===== config.mk =====
export PLATFORM = sky130hd
export DESIGN_NAME = scan_timing_gen
export DESIGN_NICKNAME = d
export VERILOG_FILES = /design/src/rtl/scan_pkg.sv /design/src/rtl/scan_rst_sync.sv /design/src/rtl/scan_tick_chain.sv /design/src/rtl/scan_index_ctr.sv /design/src/rtl/scan_line_enc.sv /design/src/rtl/scan_timing_gen.sv
export SDC_FILE = /design/constraint.sdc
export NUM_CORES = 1
export LEC_CHECK = 0
export BUFFER_PORTS_ARGS = -buffer_cell sky130_fd_sc_hd__buf_2
export CORE_MARGIN = 2
export CORE_UTILIZATION = 50
export CTS_BUF_LIST = sky130_fd_sc_hd__clkbuf_4
export DETAILED_ROUTE_END_ITERATION = 7
export PLACE_DENSITY = 0.86
export SETUP_SLACK_MARGIN = 0.2
export SYNTH_ARGS = -nofsm -noshare
export SYNTH_HDL_FRONTEND = slang
export SYNTH_SLANG_ARGS = --single-unit

===== constraint.sdc =====
create_clock -name clk -period 0.8 [get_ports clk]
set_input_delay 0.16 -clock clk [delete_from_list [all_inputs] [get_ports clk]]
set_output_delay 0.16 -clock clk [all_outputs]
set_load 0.02 [all_outputs]

===== src/rtl/scan_pkg.sv =====
package scan_pkg;
  localparam int SCAN_LINES = 4;
  localparam int IDX_W      = 4;

  typedef enum logic {
    SCAN_BINARY  = 1'b0,
    SCAN_DECODED = 1'b1
  } scan_mode_e;
endpackage


===== src/rtl/scan_rst_sync.sv =====
module scan_rst_sync #(
  parameter int STAGES = 2
) (
  input  logic clk,
  input  logic arst_n,
  output logic srst_n
);
  logic [STAGES-1:0] sync_q;
  logic [STAGES-1:0] sync_d;

  always_comb begin
    sync_d = {sync_q[STAGES-2:0], 1'b1};
  end

  always_ff @(posedge clk or negedge arst_n) begin
    if (!arst_n) sync_q <= '0;
    else         sync_q <= sync_d;
  end

  assign srst_n = sync_q[STAGES-1];
endmodule


===== src/rtl/scan_tick_chain.sv =====
module scan_tick_chain #(
  parameter int DIV_W      = 5,
  parameter int STEP_TICKS = 4
) (
  input  logic             clk,
  input  logic             rst_n,
  input  logic [DIV_W-1:0] div_n,
  output logic             adv_o,
  output logic             stb_o
);
  localparam int STEP_W = (STEP_TICKS > 1) ? $clog2(STEP_TICKS) : 1;
  localparam logic [STEP_W-1:0] STEP_LAST = STEP_W'(STEP_TICKS - 1);
  localparam logic [DIV_W-1:0]  DIV_MIN   = DIV_W'(2);

  logic [DIV_W-1:0]  n_eff;
  logic [DIV_W-1:0]  n_last;
  logic [DIV_W-1:0]  pre_q, pre_d;
  logic [STEP_W-1:0] step_q, step_d;
  logic              tick;
  logic              last_tick;
  logic              adv;
  logic              stb_q, stb_d;

  // prescaler: ratios below two are clamped to two
  always_comb begin
    n_eff  = (div_n < DIV_MIN) ? DIV_MIN : div_n;
    n_last = n_eff - DIV_W'(1);
    tick   = (pre_q >= n_last);
    pre_d  = tick ? '0 : pre_q + DIV_W'(1);
  end

  // step stage: STEP_TICKS base ticks per scan position
  always_comb begin
    last_tick = (step_q == STEP_LAST);
    adv       = tick && last_tick;
    step_d    = step_q;
    if (tick) step_d = last_tick ? '0 : step_q + STEP_W'(1);
    stb_d     = adv;
  end

  always_ff @(posedge clk or negedge rst_n) begin
    if (!rst_n) pre_q <= '0;
    else        pre_q <= pre_d;
  end

  always_ff @(posedge clk or negedge rst_n) begin
    if (!rst_n)    step_q <= '0;
    else if (tick) step_q <= step_d;
  end

  always_ff @(posedge clk or negedge rst_n) begin
    if (!rst_n) stb_q <= 1'b0;
    else        stb_q <= stb_d;
  end

  assign adv_o = adv;
  assign stb_o = stb_q;

  AST_TICK_SPACED: assert property (@(posedge clk) disable iff (!rst_n)
    tick |=> !tick);

  AST_STB_SINGLE: assert property (@(posedge clk) disable iff (!rst_n)
    stb_q |=> !stb_q);

  AST_STB_FOLLOWS_ADV: assert property (@(posedge clk) disable iff (!rst_n)
    adv |=> stb_q);
endmodule


===== src/rtl/scan_index_ctr.sv =====
module scan_index_ctr
  import scan_pkg::*;
(
  input  logic             clk,
  input  logic             rst_n,
  input  logic             adv,
  output logic [IDX_W-1:0] idx_o,
  output logic [IDX_W-1:0] idx_next_o
);
  logic [IDX_W-1:0] idx_q, idx_d;

  always_comb begin
    idx_d = adv ? idx_q + IDX_W'(1) : idx_q;
  end

  always_ff @(posedge clk or negedge rst_n) begin
    if (!rst_n)   idx_q <= '0;
    else if (adv) idx_q <= idx_d;
  end

  assign idx_o      = idx_q;
  assign idx_next_o = idx_d;

  AST_IDX_STEP: assert property (@(posedge clk) disable iff (!rst_n)
    adv |=> (idx_q == $past(idx_q) + IDX_W'(1)));

  AST_IDX_HOLD: assert property (@(posedge clk) disable iff (!rst_n)
    !adv |=> $stable(idx_q));
endmodule


===== src/rtl/scan_line_enc.sv =====
module scan_line_enc
  import scan_pkg::*;
#(
  parameter int KEY_ROWS = 8
) (
  input  logic                  clk,
  input  logic                  rst_n,
  input  logic [IDX_W-1:0]      idx_next,
  input  logic                  mode_sel,
  output logic [SCAN_LINES-1:0] lines_o,
  output logic                  kbd_valid_o
);
  localparam logic [IDX_W:0] KEY_LIMIT = (IDX_W+1)'(KEY_ROWS);

  scan_mode_e            mode;
  logic [SCAN_LINES-1:0] bin_lines;
  logic [SCAN_LINES-1:0] dec_lines;
  logic [SCAN_LINES-1:0] lines_q, lines_d;
  logic                  kbd_q, kbd_d;

  assign mode = scan_mode_e'(mode_sel);

  genvar g;
  generate
    for (g = 0; g < SCAN_LINES; g++) begin : g_line
      assign bin_lines[g] = idx_next[g];
      assign dec_lines[g] = (idx_next[1:0] != 2'(g));
    end
  endgenerate

  always_comb begin
    lines_d = (mode == SCAN_DECODED) ? dec_lines : bin_lines;
    kbd_d   = (mode == SCAN_DECODED) ? 1'b1 : ({1'b0, idx_next} < KEY_LIMIT);
  end

  always_ff @(posedge clk or negedge rst_n) begin
    if (!rst_n) begin
      lines_q <= '0;
      kbd_q   <= 1'b0;
    end else begin
      lines_q <= lines_d;
      kbd_q   <= kbd_d;
    end
  end

  assign lines_o     = lines_q;
  assign kbd_valid_o = kbd_q;

  AST_DEC_ONE_LOW: assert property (@(posedge clk) disable iff (!rst_n)
    mode_sel |=> ($countones(~lines_q) == 1));

  AST_DEC_KBD: assert property (@(posedge clk) disable iff (!rst_n)
    mode_sel |=> kbd_q);
endmodule


===== src/rtl/scan_timing_gen.sv =====
module scan_timing_gen
  import scan_pkg::*;
#(
  parameter int DIV_W      = 5,
  parameter int STEP_TICKS = 4,
  parameter int KEY_ROWS   = 8
) (
  input  logic                  clk,
  input  logic                  rst_n,
  input  logic [DIV_W-1:0]      div_n,
  input  logic                  mode_sel,
  output logic [SCAN_LINES-1:0] scan_lines,
  output logic [IDX_W-1:0]      scan_idx,
  output logic                  step_stb,
  output logic                  kbd_valid
);
  logic             srst_n;
  logic             adv;
  logic [IDX_W-1:0] idx_next;

  scan_rst_sync #(.STAGES(2)) u_rst (
    .clk    (clk),
    .arst_n (rst_n),
    .srst_n (srst_n)
  );

  scan_tick_chain #(.DIV_W(DIV_W), .STEP_TICKS(STEP_TICKS)) u_chain (
    .clk   (clk),
    .rst_n (srst_n),
    .div_n (div_n),
    .adv_o (adv),
    .stb_o (step_stb)
  );

  scan_index_ctr u_idx (
    .clk        (clk),
    .rst_n      (srst_n),
    .adv        (adv),
    .idx_o      (scan_idx),
    .idx_next_o (idx_next)
  );

  scan_line_enc #(.KEY_ROWS(KEY_ROWS)) u_enc (
    .clk         (clk),
    .rst_n       (srst_n),
    .idx_next    (idx_next),
    .mode_sel    (mode_sel),
    .lines_o     (scan_lines),
    .kbd_valid_o (kbd_valid)
  );

  AST_STB_WITH_STEP: assert property (@(posedge clk) disable iff (!srst_n)
    step_stb |-> (scan_idx == $past(scan_idx) + 4'd1));
endmodule


==> results.yml <==
cells_and_area:
  final-seq-area_sq_um: 478
  n_antenna_cell: 0
  area_growth_pct: 57.0
  drive_gt1_frac: 0.519
  fillers: 98
  final_area_sq_um: 1510
  multiInputGateArea_sq_um: 537
  fin_nets: 153
  utilization: 0.856
floorplan:
  fp.dieH_um: 47.9
  die_x_um: 47.9
  row_count: 15
  io_pins: 18
  design.core.area_sq_um: 1760
  die-area_sq_um: 2290
  start_util: 0.545
global_routing:
  grt_overflow_total: 0
  use_met3: 0.0415
  antenna_found_initial: 0
  grt_busiest_layer: "met2"
  grt_pass1_vias: 926
  grt_max_degree: 12
  grt_usage: 0.274
  grt_util_met2: 0.512
  grt_use_met1: 0.285
  grt_pass1_wl_um: 4090
synth:
  yosysTopAreaCell: "dfrtp_1"
  synthFlopType: "dfrtp_1"
  synth_cell_type_count: 31
  yosys_warnings: 0
  synthArstFlopShare: 1.00
  synth_edf_count: 0
  syn-instance-count: 85
  syn_area_per_cell_sq_um: 11.3
  syn-num-nets: 102
  netlist_area_sq_um: 962
  synth_commonest_cells: "19 x dfrtp_1, 9 x ha_1, 8 x nor2_1"
  synthTopCellsByArea: "dfrtp_1 49%, ha_1 12%, xor2_1 4.6%, nor2_1 3.1%, xnor2_1 2.7%"
  synthMostInstantiatedCell: "dfrtp_1"
  synth-seq-cells: 19
  seq_area_frac_synth: 0.494
  synth_top_area_frac: 0.494
critical_path:
  criticalPathCategory: "in -> reg"
  worst_setup_path_start_kind: "input port"
  critPathMostFrequentCell: "xor2_1"
  worstPathMaxFanout: 6
  cpMaxStageDelayCell: "o41ai_4"
  worstPathArrival_ns: 2.38
  crit_buf_inv: 1
  crit_chain: "buf_8, o41ai_4, ha_2, nand2_2, xor2_1, ha_1, nand3_2, o22ai_4, nand4_1, xor2_1, or2_1"
  max_stage_delay_ns: 0.38
  cp-end-kind: "flop"
  crit_family: "compound AO/OA/AOI/OAI gates"
  critPathRequiredTime_ns: 1.02
clock_network:
  cts_buffers: 3
  clock_latency_ns: 0.31
  clockBufferDepth: 2
  cts_tree: "done"
  htreeDepth: 1
  cts_root_buffer: "clkbuf_4"
  cts.sink_count: 19
  clk_pin_slew_ns: 0.12
pwr:
  power_frac_clock: 0.092
  p_leak_nw: 0.737
  pwr-share-seq: 0.290
  finalPower_mw: 5.56
  p_sw_mw: 2.29
  p_int_mw: 3.27
  p_sw_frac: 0.412
  ir_drop_v: 0.00294
  pwr-share-comb: 0.618
  powerDensity_nw_per_um2: 3680
timing:
  finalSetupViolations: 27
  period_needed_ns: 2.16
  rsz0062_at_grt: "yes"
  skew_ns: 0.00843
  hold_violations: 0
  clock.fmax_ghz: 0.463
  layout_setup_ws_ns: -1.36
  period_share: 2.70
  finalMaxSlewViolations: 0
drt:
  firstDrtPassIters: 4
  ant_nets: 0
  via_per_inst: 5.46
  wl_per_cell_um: 17.8
  drt_iter0_drc: 16
  drc_errors: 0
  vias: 873
  drt_wl_total_um: 2840
place:
  place_area_sq_um: 1270
  port_buffers: 17
  gp_congestion: 0.789
  dp_hpwl_um: 1760
flow_run:
  drv_cap: 0
status:
  violations: "setup timing"
  status: "finished, violations left"
min_path:
  min_path_type: "in -> async"
-- path summary, 6_finish.rpt --
check                                  from           endpoint  slack [ns]  cells after the start
setup / recovery                   div_n[4]  u_enc.kbd_valid_o       -1.36                     11
hold / removal                        rst_n    u_rst.sync_q[1]        0.16                      2
setup reg to reg           u_chain.pre_q[2]  u_chain.step_q[1]       -1.07                      5
hold reg to reg             u_rst.sync_q[1]  u_chain.step_q[1]        0.19                      1
max in group asynchronous   u_rst.sync_q[1]     u_idx.idx_o[2]        0.45                      1
min in group clk                   mode_sel   u_enc.lines_o[0]        0.20                      3
-- through the flow --
| stage | setup TNS, ns | worst slack, ns | std cells | hold WS, ns |
|---|---|---|---|---|
| floorplan | -20.45 | -1.43 | 85 | -0.136 |
| global placement | -23.86 | -1.53 | 147 | -0.0555 |
| detailed placement | -25.98 | -1.66 | 147 | -0.0541 |
| CTS | -22.10 | -1.29 | 157 | 0.140 |
| global route | -24.73 | -1.47 | 160 | 0.160 |
| finish | -23.43 | -1.36 | 160 | 0.155 |
-- flip-flops by register name, summed over array words and instances, names as in the netlist --
signal,flops
u_chain.pre_q,5
u_enc.lines_o,4
u_chain.stb_o,1
u_enc.kbd_valid_o,1
u_idx.idx_o,4
u_rst.sync_q,2
u_chain.step_q,2
-- area by class of cell --
cell class | count | area share
multi-input combinational | 59 | 0.355
tap | 25 | 0.0207
clock buffer | 3 | 0.0149
clock inverter | 1 | 0.00331
timing repair buffer | 48 | 0.277
sequential | 19 | 0.316
inverter | 5 | 0.0124
-- worst reg2reg max path: stages, from the launching register on --
cell	delay, ns
dfrtp_1	0.42
ha_1	0.31
a21o_1	0.16
a31oi_4	0.06
o21ai_1	0.42
mux2_2	0.40
-- metal layers --
layer,up-vias,share of wire
met4,0,0.051
met5,-,0
met1,425,0.37
met2,38,0.54
li1,392,-
met3,18,0.041
-- cell usage in the layout (no fill, tap or decap), types with 2 or more instances in the layout --
| cell | instances |
|---|---|
| dfrtp_2 | 2 |
| clkbuf_4 | 3 |
| buf_2 | 5 |
| xnor2_1 | 2 |
| nand2b_1 | 2 |
| buf_6 | 16 |
| nand2_2 | 4 |
| xnor2_2 | 2 |
| inv_1 | 5 |
| dfrtp_1 | 17 |
| nand4_1 | 2 |
| a31oi_1 | 2 |
| ha_1 | 8 |
| nand2_1 | 2 |
| mux2_2 | 2 |
| buf_4 | 25 |
| nand3_1 | 2 |
| nor2_1 | 8 |
| xor2_1 | 4 |
-- timing repair --
item | in CTS | in global routing
pin swaps | 6 | 8
setup endpoints to repair | 27 | 27
hold buffers | 1 | 0
gates resized for setup | 33 | 5
gates cloned | 0 | 0
endpoints found under the hold margin | 2 | 0
buffers inserted | 5 | 3
-- cell families (layout without fill, tap and decap cells) --
logic type / after synthesis / in the layout / share of synthesized area
multiplexers: 2 / 2 / 0.0234
flip-flops: 19 / 19 / 0.494
adder cells (fa/ha/maj): 9 / 9 / 0.117
AND/OR/NAND/NOR: 25 / 25 / 0.131
XOR/XNOR: 9 / 9 / 0.0897
other: 1 / 1 / 0.00390
buffers and inverters: 7 / 57 / 0.0286
AO/OA/AOI/OAI: 13 / 13 / 0.112
-- power groups by stage --
stage	logic [mW]	registers [mW]	clock network [mW]
2_1_floorplan	1.28	1.80	0
3_3_place_gp	2.45	1.51	0
3_5_place_dp	2.61	1.54	0
4_1_cts	3.09	1.56	0.501
5_1_grt	3.64	1.63	0.538
6_report	3.43	1.61	0.513
(Power assumes the default switching activity.)
